<file path="src/rtl/ring_irq_pkg.sv">
// Shared constants and types for the ring-crossing interrupt sequencer.
// Assumes 32-bit words, 16-bit selectors and a downward-growing stack.
package ring_irq_pkg;
    localparam int WORD_W     = 32;
    localparam int SEL_W      = 16;
    localparam int WORD_BYTES = WORD_W / 8;
    localparam int FRAME_MAX  = 6;
    localparam int NUM_SLOTS  = 3;
    localparam int CNT_W      = $clog2(FRAME_MAX + 1);

    typedef logic [1:0] ring_t;

    typedef enum logic [1:0] {
        SQ_IDLE,
        SQ_PUSH,
        SQ_POP
    } seq_state_t;

    typedef struct packed {
        ring_t              ring;
        logic [SEL_W-1:0]   sel;
        logic [WORD_W-1:0]  entry;
        logic               has_err;
    } gate_t;
endpackage

</file>
<file path="src/rtl/ring_irq_gate_table.sv">
// Handler table: one entry per vector, written by software, read
// combinationally with the vector of the request being accepted.
// Assumes writes and reads of the same entry do not coincide.
module ring_irq_gate_table
    import ring_irq_pkg::*;
#(
    parameter int VEC_W = 4
) (
    input  logic             clk,
    input  logic             rst_n,
    input  logic             wr_en,
    input  logic [VEC_W-1:0] wr_idx,
    input  gate_t            wr_gate,
    input  logic [VEC_W-1:0] rd_idx,
    output gate_t            rd_gate
);
    localparam int DEPTH = 1 << VEC_W;

    gate_t tab_q [DEPTH];

    // Store or clear table entries.
    always_ff @(posedge clk) begin
        if (!rst_n) begin
            for (int i = 0; i < DEPTH; i++) tab_q[i] <= '0;
        end else if (wr_en) begin
            tab_q[wr_idx] <= wr_gate;
        end
    end

    // Present the entry for the requested vector.
    always_comb rd_gate = tab_q[rd_idx];
endmodule

</file>
<file path="src/rtl/ring_irq_stack_slots.sv">
// Per-ring stack slots for rings 0..2 plus an armed flag. Entry and
// return only read these; software alone writes them. Slot index 3
// has no storage and writes to it are dropped.
module ring_irq_stack_slots
    import ring_irq_pkg::*;
(
    input  logic              clk,
    input  logic              rst_n,
    input  logic              wr_en,
    input  ring_t             wr_slot,
    input  logic [SEL_W-1:0]  wr_ss,
    input  logic [WORD_W-1:0] wr_sp,
    input  logic              arm_we,
    input  logic              arm_val,
    input  ring_t             rd_slot,
    output logic [SEL_W-1:0]  rd_ss,
    output logic [WORD_W-1:0] rd_sp,
    output logic              armed
);
    logic [SEL_W-1:0]  ss_q [NUM_SLOTS];
    logic [WORD_W-1:0] sp_q [NUM_SLOTS];

    for (genvar g = 0; g < NUM_SLOTS; g++) begin : g_slot
        // Hold one slot's stack selector and pointer.
        always_ff @(posedge clk) begin
            if (!rst_n) begin
                ss_q[g] <= '0;
                sp_q[g] <= '0;
            end else if (wr_en && (wr_slot == ring_t'(g))) begin
                ss_q[g] <= wr_ss;
                sp_q[g] <= wr_sp;
            end
        end
    end

    // Hold the armed flag.
    always_ff @(posedge clk) begin
        if (!rst_n)      armed <= 1'b0;
        else if (arm_we) armed <= arm_val;
    end

    // Select the slot for the handler ring.
    always_comb begin
        rd_ss = '0;
        rd_sp = '0;
        for (int i = 0; i < NUM_SLOTS; i++) begin
            if (rd_slot == ring_t'(i)) begin
                rd_ss = ss_q[i];
                rd_sp = sp_q[i];
            end
        end
    end
endmodule

</file>
<file path="src/rtl/ring_irq_engine.sv">
// Entry/return state machine and the core register set. On an accepted
// entry it snapshots the whole frame, then writes it one word per
// handshake; on return it reads three or five words, deciding after the
// second read. Assumes mem_rdata is valid in the cycle ready is high.
module ring_irq_engine
    import ring_irq_pkg::*;
(
    input  logic              clk,
    input  logic              rst_n,
    input  logic              irq_req,
    input  logic [WORD_W-1:0] irq_err,
    input  gate_t             gate_i,
    input  logic              ret_req,
    input  logic              core_we,
    input  logic [SEL_W-1:0]  core_cs,
    input  logic [SEL_W-1:0]  core_ss,
    input  logic [WORD_W-1:0] core_sp,
    input  logic [WORD_W-1:0] core_ip,
    input  logic [WORD_W-1:0] core_flags,
    input  logic [SEL_W-1:0]  slot_ss,
    input  logic [WORD_W-1:0] slot_sp,
    input  logic              slots_armed,
    output logic              mem_valid,
    output logic              mem_we,
    output logic [WORD_W-1:0] mem_addr,
    output logic [WORD_W-1:0] mem_wdata,
    input  logic              mem_ready,
    input  logic [WORD_W-1:0] mem_rdata,
    output logic              busy,
    output logic              fault,
    output logic [SEL_W-1:0]  cur_cs,
    output logic [SEL_W-1:0]  cur_ss,
    output logic [WORD_W-1:0] cur_sp,
    output logic [WORD_W-1:0] cur_ip,
    output logic [WORD_W-1:0] cur_flags
);
    localparam logic [WORD_W-1:0] STEP     = WORD_W'(WORD_BYTES);
    localparam logic [CNT_W-1:0]  POP_BASE = CNT_W'(3);
    localparam logic [CNT_W-1:0]  POP_FULL = CNT_W'(5);

    seq_state_t        st_q;
    logic [SEL_W-1:0]  cs_q, ss_q, hcs_q, nss_q;
    logic [WORD_W-1:0] sp_q, ip_q, fl_q, wsp_q, hip_q;
    logic [WORD_W-1:0] frm_q [FRAME_MAX];
    logic [WORD_W-1:0] pop_q [FRAME_MAX];
    logic [WORD_W-1:0] fb    [FRAME_MAX];
    logic [WORD_W-1:0] pw    [FRAME_MAX];
    logic [CNT_W-1:0]  idx_q, cnt_q, fcnt;
    logic              fault_q;

    ring_t cur_ring;
    logic  idle, take_irq, take_ret, need_sw, outward, irq_bad, hs, at_last;

    // Decode the request against the running ring.
    always_comb begin
        cur_ring = ring_t'(cs_q[1:0]);
        need_sw  = gate_i.ring < cur_ring;
        outward  = gate_i.ring > cur_ring;
        idle     = (st_q == SQ_IDLE);
        take_irq = idle && irq_req;
        take_ret = idle && !irq_req && ret_req;
        irq_bad  = outward || (need_sw && !slots_armed);
        hs       = mem_valid && mem_ready;
        at_last  = (idx_q + CNT_W'(1)) == cnt_q;
    end

    // Assemble the entry frame in write order.
    always_comb begin
        for (int i = 0; i < FRAME_MAX; i++) fb[i] = '0;
        if (need_sw) begin
            fb[0] = WORD_W'(ss_q);
            fb[1] = sp_q;
            fb[2] = fl_q;
            fb[3] = WORD_W'(cs_q);
            fb[4] = ip_q;
            fb[5] = irq_err;
            fcnt  = gate_i.has_err ? CNT_W'(6) : CNT_W'(5);
        end else begin
            fb[0] = fl_q;
            fb[1] = WORD_W'(cs_q);
            fb[2] = ip_q;
            fb[3] = irq_err;
            fcnt  = gate_i.has_err ? CNT_W'(4) : CNT_W'(3);
        end
    end

    // Merge the word being read into the words already read.
    always_comb begin
        for (int i = 0; i < FRAME_MAX; i++)
            pw[i] = (CNT_W'(i) == idx_q) ? mem_rdata : pop_q[i];
    end

    // Drive the memory port from the sequence state.
    always_comb begin
        mem_valid = (st_q != SQ_IDLE);
        mem_we    = (st_q == SQ_PUSH);
        mem_addr  = mem_we ? (wsp_q - STEP) : wsp_q;
        mem_wdata = frm_q[idx_q];
    end

    // Advance the sequence and its working stack pointer.
    always_ff @(posedge clk) begin
        if (!rst_n) begin
            st_q    <= SQ_IDLE;
            idx_q   <= '0;
            cnt_q   <= '0;
            wsp_q   <= '0;
            hcs_q   <= '0;
            nss_q   <= '0;
            hip_q   <= '0;
            fault_q <= 1'b0;
            for (int i = 0; i < FRAME_MAX; i++) begin
                frm_q[i] <= '0;
                pop_q[i] <= '0;
            end
        end else begin
            case (st_q)
                SQ_IDLE: begin
                    if (take_irq) begin
                        if (irq_bad) begin
                            fault_q <= 1'b1;
                        end else begin
                            st_q  <= SQ_PUSH;
                            idx_q <= '0;
                            cnt_q <= fcnt;
                            frm_q <= fb;
                            wsp_q <= need_sw ? slot_sp : sp_q;
                            nss_q <= need_sw ? slot_ss : ss_q;
                            hcs_q <= {gate_i.sel[SEL_W-1:2], gate_i.ring};
                            hip_q <= gate_i.entry;
                        end
                    end else if (take_ret) begin
                        st_q  <= SQ_POP;
                        idx_q <= '0;
                        cnt_q <= POP_BASE;
                        wsp_q <= sp_q;
                    end
                end
                SQ_PUSH: begin
                    if (hs) begin
                        wsp_q <= wsp_q - STEP;
                        idx_q <= idx_q + CNT_W'(1);
                        if (at_last) st_q <= SQ_IDLE;
                    end
                end
                SQ_POP: begin
                    if (hs) begin
                        pop_q[idx_q] <= mem_rdata;
                        wsp_q        <= wsp_q + STEP;
                        idx_q        <= idx_q + CNT_W'(1);
                        if (idx_q == CNT_W'(1))
                            cnt_q <= (mem_rdata[1:0] != cs_q[1:0]) ? POP_FULL : POP_BASE;
                        if (at_last) st_q <= SQ_IDLE;
                    end
                end
                default: st_q <= SQ_IDLE;
            endcase
        end
    end

    // Update the core registers from software or at sequence end.
    always_ff @(posedge clk) begin
        if (!rst_n) begin
            cs_q <= '0;
            ss_q <= '0;
            sp_q <= '0;
            ip_q <= '0;
            fl_q <= '0;
        end else if (idle && core_we) begin
            cs_q <= core_cs;
            ss_q <= core_ss;
            sp_q <= core_sp;
            ip_q <= core_ip;
            fl_q <= core_flags;
        end else if ((st_q == SQ_PUSH) && hs && at_last) begin
            cs_q <= hcs_q;
            ss_q <= nss_q;
            sp_q <= mem_addr;
            ip_q <= hip_q;
        end else if ((st_q == SQ_POP) && hs && at_last) begin
            ip_q <= pw[0];
            cs_q <= pw[1][SEL_W-1:0];
            fl_q <= pw[2];
            if (cnt_q == POP_FULL) begin
                sp_q <= pw[3];
                ss_q <= pw[4][SEL_W-1:0];
            end else begin
                sp_q <= wsp_q + STEP;
            end
        end
    end

    // Expose state.
    always_comb begin
        busy      = (st_q != SQ_IDLE);
        fault     = fault_q;
        cur_cs    = cs_q;
        cur_ss    = ss_q;
        cur_sp    = sp_q;
        cur_ip    = ip_q;
        cur_flags = fl_q;
    end
endmodule

</file>
<file path="src/rtl/ring_irq_sequencer.sv">
// Top: handler table, per-ring stack slots and the entry/return engine.
// Assumes software programs table and slots while no sequence runs.
module ring_irq_sequencer
    import ring_irq_pkg::*;
#(
    parameter int VEC_W = 4
) (
    input  logic              clk,
    input  logic              rst_n,
    input  logic              irq_req,
    input  logic [VEC_W-1:0]  irq_vec,
    input  logic [WORD_W-1:0] irq_err,
    input  logic              ret_req,
    output logic              busy,
    output logic              fault,
    input  logic              core_we,
    input  logic [SEL_W-1:0]  core_cs,
    input  logic [SEL_W-1:0]  core_ss,
    input  logic [WORD_W-1:0] core_sp,
    input  logic [WORD_W-1:0] core_ip,
    input  logic [WORD_W-1:0] core_flags,
    output logic [SEL_W-1:0]  cur_cs,
    output logic [SEL_W-1:0]  cur_ss,
    output logic [WORD_W-1:0] cur_sp,
    output logic [WORD_W-1:0] cur_ip,
    output logic [WORD_W-1:0] cur_flags,
    input  logic              gate_we,
    input  logic [VEC_W-1:0]  gate_idx,
    input  logic [1:0]        gate_ring,
    input  logic [SEL_W-1:0]  gate_sel,
    input  logic [WORD_W-1:0] gate_entry,
    input  logic              gate_err,
    input  logic              slot_we,
    input  logic [1:0]        slot_idx,
    input  logic [SEL_W-1:0]  slot_ss,
    input  logic [WORD_W-1:0] slot_sp,
    input  logic              arm_we,
    input  logic              arm_val,
    output logic              mem_valid,
    output logic              mem_we,
    output logic [WORD_W-1:0] mem_addr,
    output logic [WORD_W-1:0] mem_wdata,
    input  logic              mem_ready,
    input  logic [WORD_W-1:0] mem_rdata
);
    gate_t             wr_gate, rd_gate;
    logic [SEL_W-1:0]  sel_ss;
    logic [WORD_W-1:0] sel_sp;
    logic              armed;

    // Pack the table write fields.
    always_comb wr_gate = '{ring: gate_ring, sel: gate_sel, entry: gate_entry, has_err: gate_err};

    ring_irq_gate_table #(.VEC_W(VEC_W)) u_table (
        .clk     (clk),
        .rst_n   (rst_n),
        .wr_en   (gate_we),
        .wr_idx  (gate_idx),
        .wr_gate (wr_gate),
        .rd_idx  (irq_vec),
        .rd_gate (rd_gate)
    );

    ring_irq_stack_slots u_slots (
        .clk     (clk),
        .rst_n   (rst_n),
        .wr_en   (slot_we),
        .wr_slot (slot_idx),
        .wr_ss   (slot_ss),
        .wr_sp   (slot_sp),
        .arm_we  (arm_we),
        .arm_val (arm_val),
        .rd_slot (rd_gate.ring),
        .rd_ss   (sel_ss),
        .rd_sp   (sel_sp),
        .armed   (armed)
    );

    ring_irq_engine u_engine (
        .clk         (clk),
        .rst_n       (rst_n),
        .irq_req     (irq_req),
        .irq_err     (irq_err),
        .gate_i      (rd_gate),
        .ret_req     (ret_req),
        .core_we     (core_we),
        .core_cs     (core_cs),
        .core_ss     (core_ss),
        .core_sp     (core_sp),
        .core_ip     (core_ip),
        .core_flags  (core_flags),
        .slot_ss     (sel_ss),
        .slot_sp     (sel_sp),
        .slots_armed (armed),
        .mem_valid   (mem_valid),
        .mem_we      (mem_we),
        .mem_addr    (mem_addr),
        .mem_wdata   (mem_wdata),
        .mem_ready   (mem_ready),
        .mem_rdata   (mem_rdata),
        .busy        (busy),
        .fault       (fault),
        .cur_cs      (cur_cs),
        .cur_ss      (cur_ss),
        .cur_sp      (cur_sp),
        .cur_ip      (cur_ip),
        .cur_flags   (cur_flags)
    );
endmodule

</file>
<file path="config.mk">
export PLATFORM = sky130hd
export DESIGN_NAME = ring_irq_sequencer
export DESIGN_NICKNAME = d
export VERILOG_FILES = /design/src/rtl/ring_irq_pkg.sv /design/src/rtl/ring_irq_gate_table.sv /design/src/rtl/ring_irq_stack_slots.sv /design/src/rtl/ring_irq_engine.sv /design/src/rtl/ring_irq_sequencer.sv
export SDC_FILE = /design/constraint.sdc
export NUM_CORES = 2
export LEC_CHECK = 0
export BUFFER_PORTS_ARGS = -buffer_cell sky130_fd_sc_hd__buf_4
export CORE_ASPECT_RATIO = 0.8
export CORE_UTILIZATION = 41
export DETAILED_ROUTE_END_ITERATION = 10
export PLACE_DENSITY = 0.57
export SYNTH_ARGS = -nofsm -noshare
export SYNTH_HDL_FRONTEND = slang
export SYNTH_SLANG_ARGS = --single-unit
</file>
<file path="constraint.sdc">
create_clock -name clk -period 6.1 [get_ports clk]
set_input_delay 0.305 -clock clk [delete_from_list [all_inputs] [get_ports clk]]
set_output_delay 0.305 -clock clk [all_outputs]
set_load 0.1 [all_outputs]
</file>
* Word level (Yosys, flattened, before mapping)
Memories as Yosys holds them, arrays and structs flattened.
Index checks and enable logic that the tools add are counted.
** Word-level totals
- Register bits :: 426
- Logic and storage cells :: 190
- Memories :: 4
- Input port bits :: 311
- Output and inout bits :: 196
- RAM bits :: 1152
** Memory list
- u_table.tab_q :: words 16, width 51, read ports 1, clocked after memory_dff 0, wr ports 16, RTL line ring_irq_gate_table.sv:19 : gate_t tab_q [DEPTH];
- u_engine.pop_q :: words 6, width 32, read ports 5, clocked after memory_dff 0, wr ports 6, RTL line ring_irq_engine.sv:45 : logic [WORD_W-1:0] pop_q [FRAME_MAX];
- u_slots.sp_q :: words 3, width 32, read ports 3, clocked after memory_dff 0, wr ports 3, RTL line ring_irq_stack_slots.sv:21 : logic [WORD_W-1:0] sp_q [NUM_SLOTS];
- u_slots.ss_q :: words 3, width 16, read ports 3, clocked after memory_dff 0, wr ports 3, RTL line ring_irq_stack_slots.sv:20 : logic [SEL_W-1:0] ss_q [NUM_SLOTS];
** Operators by class
- $lt $le $gt $ge :: 3
- $add $sub $neg :: 3
- Reduce and logical (&&, ||, !) cells :: 38
- Muxes and demuxes :: 92
- Bitwise logic cells :: 8
- Equal/unequal tests :: 22
** Operators with widths (number)
- 2-to-1 mux 32 bit :: 29
- 2-to-1 mux 16 bit :: 16
- 2-to-1 mux 128 bit :: 1
- binary-select mux 32 bit (select 3 bit) :: 1
- case mux 32 bit (3 select lines) :: 1
- 2-to-1 mux 64 bit :: 1
- 2-to-1 mux 51 bit :: 1
- OR reduction 51 bit :: 1
- 2-to-1 mux 3 bit :: 13
- adder 32 x 3 -> 32 bit (second input constant) :: 1
- OR reduction 32 bit :: 1
- subtractor 32 x 3 -> 32 bit (second input constant) :: 1
- 2-to-1 mux 1 bit :: 19
- logical AND 1 bit :: 13
- 2-to-1 mux 2 bit :: 6
- != test 2 x 1 -> 1 bit (second input constant) :: 6
- case mux 3 bit (2 select lines) :: 2
- AND reduction 5 bit :: 2
- nonzero test 3 bit :: 3
- AND reduction 4 bit :: 2
- nonzero test 2 bit :: 4
- == test 2 x 1 -> 1 bit (second input constant) :: 3
- == test 2 bit (second input constant) :: 3
- == test 2 x 3 -> 1 bit (first input constant) :: 2
- 23 further kinds :: 34

* Depth between registers and ports, before layout
An unclocked memory read counts as a cell.
- Word-level depth :: 9
- Mapped depth :: 17
- Gate-level depth less buffers :: 13

* Modules after synthesis
Synthesis repeated with hierarchy kept, for this count alone.
** Unflattened totals
- Cells, all modules :: 5926
- Area, all modules :: 70784.1 um2
** By module, submodules not included
- ring_irq_gate_table :: cells an instance 2234, area each 36587.6 um2, instances 1, sequential area each 24503.5 um2
- ring_irq_engine :: cells an instance 3264, area each 27715.3 um2, instances 1, sequential area each 12351.8 um2
- ring_irq_stack_slots :: cells an instance 428, area each 6481.2 um2, instances 1, sequential area each 4344.2 um2

* Worst setup path after synthesis
OpenSTA, ideal clock, no wires.
- Path kind :: input to register
- Start :: input port rst_n
- End :: memory u_table.tab_q[4][0] (netlist name), enable pin
- Buffers on the path :: 2
- Setup slack :: 1.030 ns
- Data required time :: 5.577 ns
- Stages :: 5
- Arrival time :: 4.546 ns
- Cell sequence :: clkbuf_1 nand2_1 or3_1 clkbuf_1 o21ai_0
** RTL lines
- start: declaration :: RTL line ring_irq_sequencer.sv:9 : input logic rst_n,
- end: declaration :: RTL line ring_irq_gate_table.sv:19

* Final worst setup path
- Start :: register u_engine.wsp_q[2]
- End :: output port mem_addr[16]
** Between the ends
- Word-level cells in the longest chain between the ends :: 2
** Ends and longest elaborated chain
- start: declaration :: RTL line ring_irq_engine.sv:43 : logic [WORD_W-1:0] sp_q, ip_q, fl_q, wsp_q, hip_q;
- start signal: assignment :: RTL line ring_irq_engine.sv:127 : wsp_q <= need_sw ? slot_sp : sp_q;
- start signal: assignment :: RTL line ring_irq_engine.sv:136 : wsp_q <= sp_q;
- start signal: assignment :: RTL line ring_irq_engine.sv:141 : wsp_q <= wsp_q - STEP;
- subtractor 32 x 3 -> 32 bit :: RTL line ring_irq_engine.sv:97 : mem_addr = mem_we ? (wsp_q - STEP) : wsp_q;
- 2-to-1 mux 32 bit :: RTL line ring_irq_engine.sv:97
- end: declaration :: RTL line ring_irq_sequencer.sv:41 : output logic [WORD_W-1:0] mem_addr,
Every way passes these cells.

==> out/qor.log <==
INFO  routing        drtAntennaViolNets=0
INFO  sta            worst_slew_pin_slew=1.17ns
INFO  power          p_clk_share=29.5%
INFO  logic_synthesis yosys-top-cells-area=edfxtp_1 (46%), dfxtp_1 (12%), mux4_2 (9.1%)
INFO  setup_path     worstPathArrival=4.30ns
INFO  die            start_util=41.4%
INFO  logic_synthesis synth_cells=5,803
INFO  layout         syn2layout_area_growth=19.6%
INFO  logic_synthesis synth-seq-area-share=58.2%
INFO  layout         fraction_of_final_layout_cells_sized_beyond_drive_strength_1=18.4%
INFO  routing        routed-via-count=50,400
INFO  sta            grt_setup_unrepaired=no
INFO  sta            setup_viol_count_final=0
INFO  routing        top_layer_used=met5
INFO  clock_network  clkSlewWorstSetupHoldPaths=0.06ns
INFO  sta            fin_ws=1.50ns
INFO  sta            timing.setup.tns=0ns
INFO  logic_synthesis synth-compound-area-share=8.69%
INFO  logic_synthesis post_synthesis_average_cell_area=11.9squm
INFO  clock_network  cts_made_buffers=155
INFO  global_routing grt_first_pass_wirelength=356,000um
INFO  placed_design  dp.final_hpwl=156,000um
INFO  power          max-vdd-ir-drop=662uV
INFO  clock_network  tritoncts=done
INFO  die            core-area=0.167sqmm
INFO  setup_path     slowest_cell_on_the_critical_path=nor3b_1
INFO  clock_network  deepest_level_of_the_cts_h_tree=4
INFO  die            ioPinCount=507
INFO  layout         num-nets-final=6,652
INFO  sta            final_hold_viol_count=0
INFO  power          p_leak=29.4nW
INFO  sta            report.final.slew_viol_count=0
INFO  logic_synthesis synth_flop_cell=edfxtp_1
INFO  layout         most_common_cell_after_layout_fill_and_taps_aside=edfxtp_1
INFO  routing        drc_errors=0
INFO  outcome        status=complete, no violations
INFO  clock_network  cts_sinks=1,482
INFO  die            die_w=461um
INFO  logic_synthesis synth-edff-count=1,056
INFO  power          internal_power=19.3mW
INFO  logic_synthesis synth-async-reset-ratio=0%
INFO  clock_network  clock_path_buffers=3
INFO  layout         multiInputGateArea=0.0270sqmm
INFO  sta            fin_crit_sh=75.5%
INFO  sta            finalClockSkew=0.0320ns
INFO  logic_synthesis synth.yosys.warnings=0
INFO  routing        met3RoutedLength=17,700um
INFO  power          sw_frac_of_total=38.3%
INFO  logic_synthesis synth_top_family_by_area=simple AND/OR/NAND/NOR gates
INFO  setup_path     cp_slowest_stage_delay=0.72ns
INFO  setup_path     crit_fanout=9
INFO  routing        vias_per_cell=5.79
INFO  layout         stdcell_area=0.0827sqmm
INFO  logic_synthesis syn-cell-area=0.0691sqmm
INFO  die            rows=134
INFO  power          switching_power=12.0mW
INFO  logic_synthesis synth_largest_area_cell=edfxtp_1
INFO  logic_synthesis synth_xor_xnor_area_share=0.824%
INFO  routing        finalWirelength=251,000um
INFO  logic_synthesis yosys_register_bits=1,482
INFO  clock_network  clk_root_buffer_cell=clkbuf_16
INFO  hold_path      holdCritPathClass=in2reg
INFO  routing        detailroute.wirelength.met2=120,000um
INFO  setup_path     worst-setup-path-type=reg2out
INFO  routing        post_drt_wl_per_cell=28.8um
INFO  flow_run       drv_cap=0
INFO  layout         area_occupied_by_registers=0.0402sqmm
INFO  setup_path     cp_cell_sequence=inv_1 -> ha_1 -> nor3b_1 -> and4_1 -> nand2_1 -> or3_1 -> xnor2_1 -> buf_4
INFO  global_routing number_of_global_route_vias_before_repair=48,900
INFO  setup_path     timing.critical_path.required=5.79ns
INFO  placed_design  port_buffers=504
INFO  placed_design  gp_routability_congestion=0.928
INFO  routing        drt-met1-wl=102,000um
INFO  sta            timing.fmax=217MHz
INFO  clock_network  clock_insertion_delay_worst_skew=0.79ns
INFO  power          seq_power_share=40.8%
INFO  die            die_area=0.170sqmm
INFO  setup_path     type_of_element_capturing_the_critical_path=output port
INFO  power          comb_power_share=29.7%
INFO  die            dieHeight=369um
INFO  routing        drt_pre_antenna_iters=6
INFO  logic_synthesis netlist.area_leader.share=45.9%
INFO  placed_design  dp_slack=1.57ns
INFO  layout         mostFrequentLayoutCells=edfxtp_1 (1,056), and2_1 (979), nand2_1 (712), buf_4 (601), dfxtp_1 (424)
INFO  sta            max_slew_margin=21.6%
INFO  power          power_density=378mW/mm^2
INFO  logic_synthesis synth_simple_gate_area_share=17.3%
INFO  layout         fin_util=49.5%
INFO  logic_synthesis yosys.area_share.adder=0.272%
INFO  logic_synthesis net_count_after_synthesis=6,129
INFO  routing        drt_iter0_markers=5,883
INFO  logic_synthesis synth_mux_area_share=11.4%
INFO  setup_path     startpoint_class=flop
INFO  logic_synthesis synth.distinct_cells=82
INFO  global_routing grt_max_degree=177
INFO  sta            period_minus_slack=4.60ns
INFO  global_routing grt_antenna_before_repair=23
INFO  global_routing grt.overflow.total=0
INFO  global_routing grt_usage=29.0%
INFO  layout         nFillCells=14,800
INFO  placed_design  post_place_cell_area=0.0749sqmm
==> repair_timing <==
item,4_1_cts,5_1_grt
hold buffers,293,0
buffers inserted,0,0
hold endpoints to repair,1199,0
gates resized for setup,0,0
==> cells by family after synthesis <==
group | Yosys count
DFF | 1482
muxes | 440
xor gates and xnor gates | 65
buffers and inverters | 565
AOI/OAI and AO/OA | 877
and+or+nand+nor | 2359
adders and majority gates | 15
==> power by group through the flow <==
stage	Clock, mW	Sequential, mW	Combinational (mW)
2_1_floorplan	0	13.8	5.04
5_1_grt	9.71	12.8	9.66
6_report	9.22	12.8	9.28
3_5_place_dp	0	12.9	8.99
4_1_cts	9.33	12.7	9.18
3_3_place_gp	0	12.9	8.95
==> state kept, by name (all words and copies together), names as in the netlist <==
name / flops
u_slots.armed: 1
u_engine.cnt_q: 3
u_table.tab_q: 784
u_engine.idx_q: 3
u_engine.hcs_q: 16
u_engine.st_q: 2
u_engine.fault: 1
u_slots.sp_q: 96
u_engine.frm_q: 192
u_engine.hip_q: 32
u_engine.cur_ss: 16
u_engine.nss_q: 16
u_engine.cur_flags: 32
u_engine.wsp_q: 32
u_engine.pop_q: 128
u_engine.cur_sp: 32
u_engine.cur_cs: 16
u_engine.cur_ip: 32
u_slots.ss_q: 48
==> final timing paths <==
kind / endpoint / depth (start not counted) / from / slack, ns
worst max-delay path: mem_addr[16] / 8 / u_engine.wsp_q[2]$_SDFFE_PN0P_ / 1.50
worst min-delay path: u_engine.pop_q[4][2]$_SDFFCE_PN0P_ / 2 / mem_rdata[2] / 0.06
worst max register to register: u_engine.cur_flags[24]$_SDFFE_PN0P_ / 11 / u_engine.st_q[0]$_SDFFE_PN0P_ / 1.83
worst min register to register: u_engine.frm_q[95]$_SDFFE_PN0P_ / 2 / u_engine.frm_q[95]$_SDFFE_PN0P_ / 0.45
==> cell type report <==
cell class	instances	area share, %
Multi-Input combinational cell	3756	32.7
Antenna cell	9	0.0272
Clock inverter	57	0.492
Timing Repair Buffer	904	9.24
Clock buffer	223	5.33
Tap cell	2244	3.40
Inverter	27	0.141
Sequential cell	1482	48.7
==> Yosys cell counts, types with 5 or more instances <==
library cell  number
o221ai_1          24
a31oi_1           14
buf_1             40
inv_1             22
a221oi_1          14
a21o_1             6
nor3_1            41
a22oi_1           84
nand2_1          718
o21ai_1            6
or3_1             14
a32o_1             5
buf_4              6
mux4_2           279
xnor2_1           41
and2_1           980
a221o_1            6
dfxtp_1          426
nand4_1           16
a21oi_1          204
a211oi_1          51
nor4_1             9
nand3_1          114
and3_1            44
edfxtp_1        1056
nand2b_1          13
and4_1             8
mux2i_1          152
nor2_1           369
o21ai_0          131
ha_1              15
o211ai_1         135
nor2b_1            8
clkbuf_1         433
buf_2             56
o22ai_1            8
o31ai_1           12
a311oi_1         144
xor2_1            24
mux2_2             7
==> through the flow <==
step / power [mW] / hold WS [ns] / cells
after global routing: 32.2 / 0.0166 / 8699
after floorplan: 18.8 / 0.429 / 5803
final: 31.3 / 0.0622 / 8702
after detailed placement: 21.9 / 0.441 / 8120
after CTS: 31.2 / 0.000479 / 8693
after global placement: 21.9 / 0.437 / 8120
==> metal layers <==
metal | global-route usage, % | vias to the layer above
met5 | 0 | -
met4 | 12.3 | 10
met3 | 4.29 | 445
met2 | 47.6 | 2200
met1 | 38.2 | 25500
li1 | - | 22200
==> critical path: cells and delay by family, from the launching register on <==
family	cells	cell delay [ns]
AND/OR/NAND/NOR	4	1.79
buffers and inverters	2	0.59
XOR/XNOR	1	0.45
flip-flops	1	0.41
adder cells (fa/ha/maj)	1	0.25
No activity file was read; power rests on OpenSTA's default activity.
